$ cat src/rtl/tmr_pkg.sv
// Package: shared types and register addresses for the down-counting timer.
// Assumes a 3-bit register address space and a 6-bit control field.
package tmr_pkg;

    typedef enum logic [1:0] {
        MODE_FREE     = 2'd0,
        MODE_PERIODIC = 2'd1,
        MODE_ONESHOT  = 2'd2,
        MODE_ONESHOT2 = 2'd3
    } tmr_mode_e;

    typedef struct packed {
        tmr_mode_e  mode;   // bits 5:4
        logic [1:0] presc;  // bits 3:2
        logic       wide;   // bit 1
        logic       en;     // bit 0
    } tmr_ctrl_t;

    localparam int CTRL_W = $bits(tmr_ctrl_t);

    localparam logic [2:0] A_LOAD   = 3'd0;
    localparam logic [2:0] A_VALUE  = 3'd1;
    localparam logic [2:0] A_CTRL   = 3'd2;
    localparam logic [2:0] A_INTCLR = 3'd3;
    localparam logic [2:0] A_MASK   = 3'd4;
    localparam logic [2:0] A_RIS    = 3'd5;
    localparam logic [2:0] A_MIS    = 3'd6;
    localparam logic [2:0] A_BGLOAD = 3'd7;

endpackage

$ cat src/rtl/tmr_prescaler.sv
// Module: tmr_prescaler
// Turns qualified edges (run && tick_en) into counter steps at a rate of
// 1, 1/2**MID_LOG2 or 1/2**PRE_W. The divider restarts whenever the timer
// is stopped or restart is pulsed. Assumes MID_LOG2 < PRE_W.
module tmr_prescaler #(
    parameter int PRE_W    = 8,
    parameter int MID_LOG2 = 4
) (
    input  logic       clk,
    input  logic       rst_n,
    input  logic       run,
    input  logic       tick_en,
    input  logic       restart,
    input  logic [1:0] sel,
    output logic       tick
);
    logic [PRE_W-1:0] pcnt;
    logic             qual;

    assign qual = run && tick_en;

    // Divider count: advances on qualified edges, cleared when idle or restarted.
    always_ff @(posedge clk) begin
        if (!rst_n || !run || restart) begin
            pcnt <= '0;
        end else if (tick_en) begin
            pcnt <= pcnt + 1'b1;
        end
    end

    // Step selection: pass through, or fire on the last edge of the divide window.
    always_comb begin
        unique case (sel)
            2'd0:    tick = qual;
            2'd1:    tick = qual && (pcnt[MID_LOG2-1:0] == {MID_LOG2{1'b1}});
            default: tick = qual && (pcnt == {PRE_W{1'b1}});
        endcase
    end

    // no step without a qualified edge
    a_r2_tick_qualified: assert property (@(posedge clk) disable iff (!rst_n)
        tick |-> (run && tick_en));

    // a stopped or restarted divider starts from zero on the next edge
    a_r3_divider_cleared: assert property (@(posedge clk) disable iff (!rst_n)
        (!run || restart) |=> (pcnt == '0));

endmodule

$ cat src/rtl/tmr_counter.sv
// Module: tmr_counter
// Down counter with a stored load value. The effective width is CNT_W or
// NARROW_W, chosen at run time. Zero handling follows the mode: wrap,
// reload or park. A load write overrides a same-edge step.
// Assumes load_wr and bg_wr are never high together.
module tmr_counter
    import tmr_pkg::*;
#(
    parameter int CNT_W    = 32,
    parameter int NARROW_W = 16
) (
    input  logic             clk,
    input  logic             rst_n,
    input  logic             tick,
    input  logic             wide,
    input  tmr_mode_e        mode,
    input  logic             load_wr,
    input  logic             bg_wr,
    input  logic [CNT_W-1:0] wdata,
    output logic [CNT_W-1:0] value,
    output logic [CNT_W-1:0] load_val,
    output logic             zero_evt
);
    localparam int HI_W = CNT_W - NARROW_W;

    logic [CNT_W-1:0] cnt;
    logic [CNT_W-1:0] nxt;

    // Effective count: upper bits hidden in narrow mode.
    assign value = wide ? cnt : {{HI_W{1'b0}}, cnt[NARROW_W-1:0]};

    // Next-count selection and zero detection.
    always_comb begin
        nxt      = cnt;
        zero_evt = 1'b0;
        if (load_wr) begin
            nxt = wdata;
        end else if (tick) begin
            if (value == '0) begin
                unique case (mode)
                    MODE_FREE:     nxt = wide ? {CNT_W{1'b1}}
                                              : {{HI_W{1'b0}}, {NARROW_W{1'b1}}};
                    MODE_PERIODIC: nxt = load_val;
                    default:       nxt = cnt;
                endcase
            end else begin
                nxt      = value - 1'b1;
                zero_evt = (value == {{(CNT_W-1){1'b0}}, 1'b1});
            end
        end
    end

    // Count register.
    always_ff @(posedge clk) begin
        if (!rst_n) cnt <= {CNT_W{1'b1}};
        else        cnt <= nxt;
    end

    // Stored load value: updated by either load path.
    always_ff @(posedge clk) begin
        if (!rst_n)                load_val <= '0;
        else if (load_wr || bg_wr) load_val <= wdata;
    end

    // no step and no load leaves the count untouched
    a_r2_idle_hold: assert property (@(posedge clk) disable iff (!rst_n)
        (!tick && !load_wr) |=> $stable(cnt));

    // a load write lands on the next edge regardless of a step
    a_r8_load_lands: assert property (@(posedge clk) disable iff (!rst_n)
        load_wr |=> (cnt == $past(wdata)));

    // a background write does not disturb the running count
    a_r9_bg_keeps_count: assert property (@(posedge clk) disable iff (!rst_n)
        (bg_wr && !tick) |=> $stable(cnt));

    // a periodic step from zero copies the stored value
    a_r6_periodic_reload: assert property (@(posedge clk) disable iff (!rst_n)
        (tick && !load_wr && mode == MODE_PERIODIC && value == '0)
            |=> (cnt == $past(load_val)));

    // a one-shot counter parked at zero stays parked
    a_r7_oneshot_parked: assert property (@(posedge clk) disable iff (!rst_n)
        (tick && !load_wr && (mode == MODE_ONESHOT || mode == MODE_ONESHOT2)
         && value == '0) |=> $stable(cnt));

endmodule

$ cat src/rtl/tmr_irq.sv
// Module: tmr_irq
// Raw interrupt latch with mask gating. Set has priority over clear.
// Assumes set and clr are single-cycle strobes from the same clock domain.
module tmr_irq (
    input  logic clk,
    input  logic rst_n,
    input  logic set,
    input  logic clr,
    input  logic mask,
    output logic raw,
    output logic irq
);
    // Raw status latch.
    always_ff @(posedge clk) begin
        if (!rst_n)   raw <= 1'b0;
        else if (set) raw <= 1'b1;
        else if (clr) raw <= 1'b0;
    end

    assign irq = raw && mask;

    // a set is never lost, even against a same-edge clear
    a_r10_set_wins: assert property (@(posedge clk) disable iff (!rst_n)
        set |=> raw);

    // a clear without a set empties the status
    a_r10_clear_works: assert property (@(posedge clk) disable iff (!rst_n)
        (clr && !set) |=> !raw);

    // the status only rises because of a zero event
    a_r10_rise_has_cause: assert property (@(posedge clk) disable iff (!rst_n)
        $rose(raw) |-> $past(set));

endmodule

$ cat src/rtl/tmr_unit.sv
// Module: tmr_unit (top)
// Register-programmed down-counting timer. It decodes register writes into
// control, mask and load strobes, and returns reads one edge after rd_en.
// Assumes a single-cycle write strobe and at most one address per cycle.
module tmr_unit
    import tmr_pkg::*;
#(
    parameter int CNT_W    = 32,
    parameter int NARROW_W = 16,
    parameter int PRE_W    = 8,
    parameter int MID_LOG2 = 4,
    parameter int ADDR_W   = 3
) (
    input  logic              clk,
    input  logic              rst_n,
    input  logic              wr_en,
    input  logic              rd_en,
    input  logic [ADDR_W-1:0] addr,
    input  logic [CNT_W-1:0]  wdata,
    output logic [CNT_W-1:0]  rdata,
    input  logic              tick_en,
    output logic              irq
);
    localparam tmr_ctrl_t CTRL_RST = '{mode: MODE_FREE, presc: 2'd0, wide: 1'b1, en: 1'b0};

    tmr_ctrl_t        ctrl;
    logic             mask_q;
    logic             ld_wr, bg_wr, ctrl_wr, clr_wr, mask_wr;
    logic             tick, zero_evt, raw;
    logic [CNT_W-1:0] value, load_val, rd_mux;

    // Write strobes per register.
    always_comb begin
        ld_wr   = wr_en && (addr == A_LOAD);
        ctrl_wr = wr_en && (addr == A_CTRL);
        clr_wr  = wr_en && (addr == A_INTCLR);
        mask_wr = wr_en && (addr == A_MASK);
        bg_wr   = wr_en && (addr == A_BGLOAD);
    end

    // Control and mask registers.
    always_ff @(posedge clk) begin
        if (!rst_n) begin
            ctrl   <= CTRL_RST;
            mask_q <= 1'b1;
        end else begin
            if (ctrl_wr) ctrl   <= tmr_ctrl_t'(wdata[CTRL_W-1:0]);
            if (mask_wr) mask_q <= wdata[0];
        end
    end

    tmr_prescaler #(
        .PRE_W   (PRE_W),
        .MID_LOG2(MID_LOG2)
    ) u_pre (
        .clk    (clk),
        .rst_n  (rst_n),
        .run    (ctrl.en),
        .tick_en(tick_en),
        .restart(ld_wr),
        .sel    (ctrl.presc),
        .tick   (tick)
    );

    tmr_counter #(
        .CNT_W   (CNT_W),
        .NARROW_W(NARROW_W)
    ) u_cnt (
        .clk     (clk),
        .rst_n   (rst_n),
        .tick    (tick),
        .wide    (ctrl.wide),
        .mode    (ctrl.mode),
        .load_wr (ld_wr),
        .bg_wr   (bg_wr),
        .wdata   (wdata),
        .value   (value),
        .load_val(load_val),
        .zero_evt(zero_evt)
    );

    tmr_irq u_irq (
        .clk (clk),
        .rst_n(rst_n),
        .set (zero_evt),
        .clr (clr_wr),
        .mask(mask_q),
        .raw (raw),
        .irq (irq)
    );

    // Read selection by address.
    always_comb begin
        unique case (addr)
            A_LOAD, A_BGLOAD: rd_mux = load_val;
            A_VALUE:          rd_mux = value;
            A_CTRL:           rd_mux = {{(CNT_W-CTRL_W){1'b0}}, ctrl};
            A_MASK:           rd_mux = {{(CNT_W-1){1'b0}}, mask_q};
            A_RIS:            rd_mux = {{(CNT_W-1){1'b0}}, raw};
            A_MIS:            rd_mux = {{(CNT_W-1){1'b0}}, irq};
            default:          rd_mux = '0;
        endcase
    end

    // Registered read data, held between reads.
    always_ff @(posedge clk) begin
        if (!rst_n)     rdata <= '0;
        else if (rd_en) rdata <= rd_mux;
    end

    // in narrow mode the visible count never exceeds the narrow range
    a_r4_narrow_range: assert property (@(posedge clk) disable iff (!rst_n)
        (!ctrl.wide && !ctrl_wr) |=> (!ctrl.wide -> value[CNT_W-1:NARROW_W] == '0));

    // the pin is never active while the mask register is clear
    a_r11_mask_gates: assert property (@(posedge clk) disable iff (!rst_n)
        (mask_wr && !wdata[0]) |=> !irq);

endmodule

$ cat config.mk
export PLATFORM = sky130hd
export DESIGN_NAME = tmr_unit
export DESIGN_NICKNAME = d
export VERILOG_FILES = /design/src/rtl/tmr_pkg.sv /design/src/rtl/tmr_prescaler.sv /design/src/rtl/tmr_counter.sv /design/src/rtl/tmr_irq.sv /design/src/rtl/tmr_unit.sv
export SDC_FILE = /design/constraint.sdc
export NUM_CORES = 1
export LEC_CHECK = 0
export BUFFER_PORTS_ARGS = -buffer_cell sky130_fd_sc_hd__buf_2
export CORE_ASPECT_RATIO = 2
export CORE_MARGIN = 2
export CORE_UTILIZATION = 55
export CTS_CLUSTER_DIAMETER = 120
export DETAILED_ROUTE_END_ITERATION = 7
export PLACE_DENSITY = 0.86
export RECOVER_POWER = 50
export SLEW_MARGIN = 20
export SYNTH_ARGS = -nofsm -noshare
export SYNTH_HDL_FRONTEND = slang
export SYNTH_SLANG_ARGS = --single-unit
$ cat constraint.sdc
create_clock -name clk -period 3.4 [get_ports clk]
set_input_delay 0.34 -clock clk [delete_from_list [all_inputs] [get_ports clk]]
set_output_delay 0.34 -clock clk [all_outputs]
set_load 0.05 [all_outputs]
# == Word-level counts from Yosys, hierarchy flattened ==
# Index checks and enable logic that the tools add are counted.
# word_totals
regBits,112
inputBits,40
output_inout_bits,33
# classes
add_sub_neg,2
n_eq_ne,13
mux,13
n_reduce_logical,22
# op_table
operator,n
32-bit one-hot mux with 6 select lines,1
32-bit two-way mux,5
32-bit one-hot mux with 2 select lines,1
"32-bit by 1-bit == test with 1-bit output, second input constant",1
32-bit logical NOT,1
"32-bit by 1-bit subtractor with 32-bit output, second input constant",1
"3-bit == test, second input constant",4
1-bit logical AND,9
"8-bit by 1-bit adder with 8-bit output, second input constant",1
"8-bit == test, second input constant",1
"3-bit by 2-bit == test with 1-bit output, second input constant",2
1-bit two-way mux,5
"2-bit by 1-bit == test with 1-bit output, second input constant",2
"4-bit == test, second input constant",1
2-bit logical NOT,2
"4-bit by 3-bit inequality test with 1-bit output, second input constant",1
2-bit nonzero test,2
"3-bit by 1-bit == test with 1-bit output, second input constant",1
3-bit logical NOT,1
1-bit logical OR,3
1-bit logical NOT,2
1-bit one-hot mux with 2 select lines,1
2-bit AND reduction,1
2-bit OR reduction,1

# == Logic depth before layout (Yosys ltp) ==
# Gate-level depths: netlist of run 1.
# depth
depth_word,6
depth_mapped,10

# == Hierarchy ==
# A second synthesis of run 1 with hierarchy kept.
# hier_totals
hier_cells,828
area_unflattened_um2,6436.2
# modules_own_cells
module,n_inst,cells_per_inst,area_each_um2,seq_area_each_um2
tmr_counter,1,556,4137.7,1281.2
tmr_unit,1,225,1863.0,780.7
tmr_prescaler,1,43,386.6,160.2
tmr_irq,1,4,48.8,20.0

# == Worst setup path after synthesis of run 1 ==
# Ideal clock, no wire load.
# synth_timing
kind,flip-flop to flip-flop
start,reg u_cnt.cnt[25]
end,reg u_cnt.cnt[10]
arrival_time_ns,2.352
required_time_ns,3.275
slack_ns,0.922
path_stages_with_launch,9
cell_sequence,dfxtp_1 -> buf_6 -> or4_4 -> or3_1 -> buf_6 -> o21a_4 -> or4_1 -> a31oi_1 -> a31oi_1
# synth_between
elab_chain_len,5
elab_cells_between_ends,7
cone_classes,1 x eq/ne; 4 x mux; 2 x reduce/logical
# synth_rtl
item,line,rtl
"start, declared",tmr_counter.sv:26,logic [CNT_W-1:0] cnt;
"start signal, assigned",tmr_counter.sv:55,if (!rst_n) cnt <= {CNT_W{1'b1}};
"start signal, assigned",tmr_counter.sv:56,else cnt <= nxt;
32-bit two-way mux *,tmr_counter.sv:30,"assign value = wide ? cnt : {{HI_W{1'b0}}, cnt[NARROW_W-1:0]};"
32-bit logical NOT *,tmr_counter.sv:39,if (value == '0) begin
32-bit two-way mux,tmr_counter.sv:39,
32-bit two-way mux,tmr_counter.sv:38,end else if (tick) begin
32-bit two-way mux,tmr_counter.sv:36,if (load_wr) begin
# Mark *: on every way between the ends. The rest lies on a longest branch, timed or not. The select of a mux whose other input is x is not followed.
# A chain may end at the register's enable or synchronous reset.

# == Worst setup path after layout of run 1 ==
# layout_timing
start,reg u_cnt.cnt[25]
end,reg u_cnt.cnt[30]
# layout_between
elab_chain_len,5
elab_cells_between_ends,8
cone_classes,1 x add/sub; 1 x eq/ne; 4 x mux; 2 x reduce/logical
# layout_rtl
item,line
32-bit two-way mux *,tmr_counter.sv:30
32-bit by 1-bit subtractor with 32-bit output or 32-bit logical NOT (tied branches),"tmr_counter.sv:47, tmr_counter.sv:39"
32-bit two-way mux,tmr_counter.sv:39
32-bit two-way mux,tmr_counter.sv:38
32-bit two-way mux,tmr_counter.sv:36
# Marked as above.

==> results of run 1 <==
==> sequential cells by signal, indices dropped and copies added, names as in the netlist <==
name / cells
u_cnt.load_val: 32
u_irq.raw: 1
u_cnt.cnt: 32
mask_q: 1
ctrl: 6
rdata: 32
u_pre.pcnt: 8
==> final cells by class <==
class | count | area share
flip-flops and latches | 112 | 0.3204
multi-input cells | 604 | 0.5189
inverters | 31 | 0.01663
well taps | 142 | 0.02539
clock inverters | 7 | 0.009834
clock buffers | 9 | 0.03218
repair buffers | 101 | 0.07670
==> metal layers <==
metal  track usage  up-vias
met5             0        -
met4        0.2061        0
met3       0.04524       90
met2        0.5794      353
met1        0.3809     3032
li1              -     3016
==> layout by cell type (no fill, tap or decap), types with 10 or more instances in the layout <==
cell type,instances
nand2_1,163
dfxtp_1,112
nor2_1,40
buf_2,38
clkbuf_1,37
a21boi_0,36
a21oi_1,34
inv_1,31
a22oi_1,30
buf_4,25
o22ai_1,23
o21ai_0,21
nand3_1,20
and2_1,18
o211ai_1,16
a31oi_1,12
nor4_1,11
xor2_1,11
o211a_1,11
nor2b_1,10
==> report_power, final <==
part           leakage, nW  total [mW]  switching (mW)  internal [mW]
clock                0.146        1.07           0.552          0.522
sequential           0.912        1.41          0.0547           1.36
combinational         1.59       0.366           0.241          0.125
total                 2.65        2.85           0.848           2.00
==> worst reg2reg max path: cells and delay by family, from the launching register on <==
kind                   cells  cell delay [ns]
AO/OA/AOI/OAI              4             0.96
buffers and inverters      1             0.31
flip-flops                 1             0.42
AND/OR/NAND/NOR            2             1.11
==> logic make-up after synthesis <==
logic type                 after synthesis  share of synthesized area
and+or+nand+nor                        331                     0.2546
AOI/OAI and AO/OA                      244                     0.2782
DFF                                    112                     0.3573
buffers and inverters                  101                    0.06540
xor gates and xnor gates                17                    0.02373
muxes                                    9                    0.01476
adders and majority gates                3                   0.005983
==> metrics by stage <==
step	cell area [µm²]	setup slack, ns	instances	total power, mW
after global placement	6758	0.5441	990	1.800
after floorplan	6275	0.9223	817	1.678
after CTS	7052	0.4636	1006	2.855
final	6998	0.4415	1006	2.852
after detailed placement	6758	0.5044	990	1.805
after global routing	6998	0.2784	1006	2.942
==> final timing paths <==
path	slack [ns]	endpoint	depth (start not counted)	from
setup / recovery	0.44	u_cnt.cnt[30]	7	u_cnt.cnt[25]
hold / removal	0.21	u_cnt.cnt[14]	3	wdata[14]
setup reg to reg	0.44	u_cnt.cnt[30]	7	u_cnt.cnt[25]
hold reg to reg	0.48	rdata[7]	1	rdata[7]
==> flow_metrics.py, run 1 <==
metrics = {
    "cts": {
        "post-cts-setup-buffer-count": 0,
        "postCtsHoldBufs": 0,
        "clk_latency_ns": 0.36,
        "number_of_instances_resized_during_post_cts_repair": 0,
        "cts-root-buf": "clkbuf_16",
        "cts_buf_count": 9,
        "cts.path.max_buffers": 2,
        "cts.reportedPaths.clkPinSlew_ns": 0.08,
        "clock_tree_from_tritoncts": "done",
        "clock_sink_count": 112,
        "cts-htree-levels": 3,
    },
    "yosys": {
        "synth_cell_type_count": 74,
        "ys_top_cells_by_count": "nand2_1 (163), dfxtp_1 (112), clkbuf_1 (50)",
        "commonest_register_cell_after_synthesis": "dfxtp_1",
        "synth.top_cells.by_area": "dfxtp_1 (36%), nand2_1 (9.8%), a21boi_0 (4.3%)",
        "async_reset_ff_frac": 0,
        "synth.ff_latch_count": 112,
        "synthesis.instances": 817,
        "most_repeated_cell_in_the_gate_level_netlist_after_synthesis": "nand2_1",
        "synth_edf_count": 0,
        "syn_area_um2": 6275,
        "syn_avg_cell_area_um2": 7.680,
        "synth_seq_area_share": 0.3573,
        "yosys.area.top_type_share": 0.3573,
        "yosys_warnings": 0,
        "syn-num-nets": 860,
        "yosys.area.top_type": "dfxtp_1",
    },
    "floorplan": {
        "die_height_um": 155.1,
        "pin_count": 73,
        "die_area_um2": 12330,
        "die_x_um": 79.53,
        "floorplan.core_area_um2": 11220,
        "initial_utilization": 0.5594,
        "number_of_placement_rows": 55,
    },
    "layout": {
        "fillers": 1055,
        "final-seq-area_um2": 2242,
        "layout.nets": 902,
        "final_layout_size_suffix_gt1_frac": 0.1146,
        "inserted_diodes": 0,
        "finalCoreUtilization": 0.6239,
        "multiInputGateArea_um2": 3631,
        "synthToLayoutAreaGrowth_pct": 11.53,
    },
    "placed_design": {
        "place_congestion": 1.057,
        "place_hpwl_mm": 14.53,
        "numPortBuffers": 72,
    },
    "power": {
        "vdd_drop_max_mv": 0.3057,
        "total_leakage_power_nw": 2.645,
        "powerDensity_nw_per_um2": 407.6,
    },
    "critical_path": {
        "cp_slowest_stage_delay_ns": 0.61,
        "worstSetupPathType": "reg -> reg",
        "timing.critical_path.to_type": "register",
        "critical_path.max_fanout": 10,
        "setup.worst_path.start_class": "register",
        "cpLargestDelayFamily": "simple AND/OR/NAND/NOR gates",
        "critical_path.cell_chain": "or4_4 > or3_1 > o21ai_4 > a31oi_1 > buf_4 > a21oi_1 > o311ai_0",
        "number_of_buffers_and_inverters_on_the_critical_path": 1,
        "critPathRequiredTime_ns": 3.60,
        "critical-path-slowest-cell": "or4_4",
        "crit_arrival_ns": 3.16,
    },
    "timing": {
        "period_share": 0.8702,
        "number_of_endpoints_with_negative_hold_slack_in_the_final_report": 0,
        "final_max_slew_viol_count": 0,
        "unrepaired_setup_endpoints_after_global_routing": "false",
        "final.hold.worst_slack_ns": 0.2146,
        "relSlewSlack": 0.4000,
        "setup_viol": 0,
        "min_period_ns": 2.959,
        "final.setup_skew_ns": 0.01147,
        "max_freq_mhz": 338.0,
        "worstMarginPinSlew_ns": 0.9000,
        "timing.setup.tns_ns": 0,
    },
    "drt": {
        "drt-total-wl_mm": 20.24,
        "firstDrtPassIters": 5,
        "met2WireLength_mm": 10.34,
        "top_signal_layer_used": "met4",
        "detailroute.via_count": 6491,
        "wl_met3_mm": 1.384,
        "post_drt_via_cell_ratio": 6.452,
        "routed_wire_length_per_instance_um": 20.12,
        "initialDrtViolationCount": 645,
        "drt_drc_violations_left": 0,
        "detail_route.wirelength.met1_mm": 7.339,
        "drtAntennaViolNets": 0,
    },
    "status": {
        "run_status": "completed",
    },
    "global_route": {
        "grt_remaining_overflow": 0,
        "grt_pass1_wl_mm": 32.35,
        "gr-usage-all-layers": 0.3353,
        "maximum_number_of_pins_on_one_net_before_global_route_repair": 62,
        "grt_antenna_before_repair": 0,
        "vias_in_the_first_global_route": 6239,
    },
    "hold_path": {
        "timing.hold.worst.class": "in -> reg",
    },
    "job": {
        "drv_cap": 0,
    },
}
(Power assumes the default switching activity.)
==> run 2: changes to the inputs <==
RECOVER_POWER = default   (was 50)
SETUP_SLACK_MARGIN = 0.02   (was default)
==> flow_metrics.py, run 2 (synthesis results as in run 1) <==
metrics = {
    "floorplan": {
        "floorplan.core_area_um2": 11220,
        "die_x_um": 79.53,
        "initial_utilization": 0.5594,
        "die_height_um": 155.1,
        "pin_count": 73,
        "die_area_um2": 12330,
        "number_of_placement_rows": 55,
    },
    "global_route": {
        "vias_in_the_first_global_route": 6239,
        "grt_remaining_overflow": 0,
        "grt_pass1_wl_mm": 32.35,
        "gr-usage-all-layers": 0.3353,
        "grt_antenna_before_repair": 0,
        "maximum_number_of_pins_on_one_net_before_global_route_repair": 62,
    },
    "cts": {
        "cts.path.max_buffers": 2,
        "clk_latency_ns": 0.36,
        "cts.reportedPaths.clkPinSlew_ns": 0.08,
        "cts-htree-levels": 3,
        "postCtsHoldBufs": 0,
        "clock_sink_count": 112,
        "cts-root-buf": "clkbuf_16",
        "number_of_instances_resized_during_post_cts_repair": 0,
        "cts_buf_count": 9,
        "clock_tree_from_tritoncts": "done",
        "post-cts-setup-buffer-count": 0,
    },
    "timing": {
        "final.setup_skew_ns": 0.01036,
        "number_of_endpoints_with_negative_hold_slack_in_the_final_report": 0,
        "unrepaired_setup_endpoints_after_global_routing": "false",
        "max_freq_mhz": 339.9,
        "min_period_ns": 2.942,
        "timing.setup.tns_ns": 0,
        "worstMarginPinSlew_ns": 0.8104,
        "final.hold.worst_slack_ns": 0.2131,
        "period_share": 0.8653,
        "setup_viol": 0,
        "timing.final.ws_setup_ns": 0.4580,
        "final_max_slew_viol_count": 0,
        "relSlewSlack": 0.4572,
    },
    "layout": {
        "layout.nets": 902,
        "final_common_cell": "nand2_1",
        "biggestRegsByFlops": "rdata: 32 flops, u_cnt.cnt: 32 flops, u_cnt.load_val: 32 flops",
        "inserted_diodes": 0,
        "final_layout_size_suffix_gt1_frac": 0.1574,
        "post_layout_nonfiller_instances": 1006,
        "finalCoreUtilization": 0.6287,
        "finish.instance_area_um2": 7052,
        "synthToLayoutAreaGrowth_pct": 12.38,
        "layout.cells.most_common_list": "nand2_1 (163), dfxtp_1 (112), buf_2 (72)",
    },
    "hold_path": {
        "timing.hold.worst.class": "in -> reg",
        "worstHoldPathCells": 3,
    },
    "critical_path": {
        "crit_arrival_ns": 3.21,
        "worstSetupPathType": "reg -> reg",
        "setup.worst_path.start_class": "register",
        "critPathRequiredTime_ns": 3.66,
        "timing.critical_path.to_type": "register",
        "worst-r2r-cell-count": 8,
        "critical_path.max_fanout": 12,
    },
    "drt": {
        "firstDrtPassIters": 5,
        "routed_wire_length_per_instance_um": 20.26,
        "drt_drc_violations_left": 0,
        "drt-total-wl_mm": 20.38,
        "initialDrtViolationCount": 586,
        "detailroute.via_count": 6496,
        "post_drt_via_cell_ratio": 6.457,
        "drtAntennaViolNets": 0,
    },
    "power": {
        "vdd_drop_max_mv": 0.3037,
        "total_leakage_power_nw": 2.804,
        "powerDensity_nw_per_um2": 406.0,
        "finalPower_mw": 2.863,
    },
    "job": {
        "drv_cap": 0,
    },
    "placed_design": {
        "dp_cells": 990,
        "place_hpwl_mm": 14.53,
        "place_ws_ns": 0.5044,
        "place_congestion": 1.057,
        "numPortBuffers": 72,
        "postPlaceCellArea_um2": 6758,
    },
    "status": {
        "run_status": "completed",
    },
}
==> run 2: cell count changes in the layout (fill, tap and decap cells not counted), sizes merged <==
cell    previous run  this run
buf               64       101
clkbuf            46         9
==> run 2: power breakdown <==
group	total (mW)	internal (mW)	switching, mW
combinational	0.372	0.131	0.241
clock	1.08	0.522	0.556
sequential	1.41	1.36	0.0545
total	2.86	2.01	0.852
==> run 2: final cells by class <==
class                      instances  area [µm²]
timing repair buffer             101       590.6
inverter                          31       116.4
multi-input combinational        604        3631
sequential                       112        2242
clock buffer                       9       225.2
clock inverter                     7       68.82
fill                            1030        4165
tap                              142       177.7
==> run 2: metal layers <==
metal  track usage  share of wire  vias to the layer above
li1              -              -                     3017
met1        0.3809           0.36                     3012
met2        0.5794           0.51                      380
met3       0.04524          0.074                       87
met4        0.2061          0.056                        0
met5             0              0                        -
==> run 2: worst paths after layout <==
path / startpoint / endpoint / slack (ns)
setup / recovery: u_cnt.cnt[0] / u_cnt.cnt[31] / 0.46
hold / removal: wdata[14] / u_cnt.cnt[14] / 0.21
setup reg to reg: u_cnt.cnt[0] / u_cnt.cnt[31] / 0.46
hold reg to reg: rdata[7] / rdata[7] / 0.48
==> run 2: critical path, cell delays in order (launching register included) <==
cell	delay, ns
dfxtp_1	0.37
inv_1	0.10
ha_1	0.24
or3b_2	0.54
nor4_4	0.49
buf_4	0.27
nand2_1	0.29
and3_1	0.27
o311ai_1	0.28
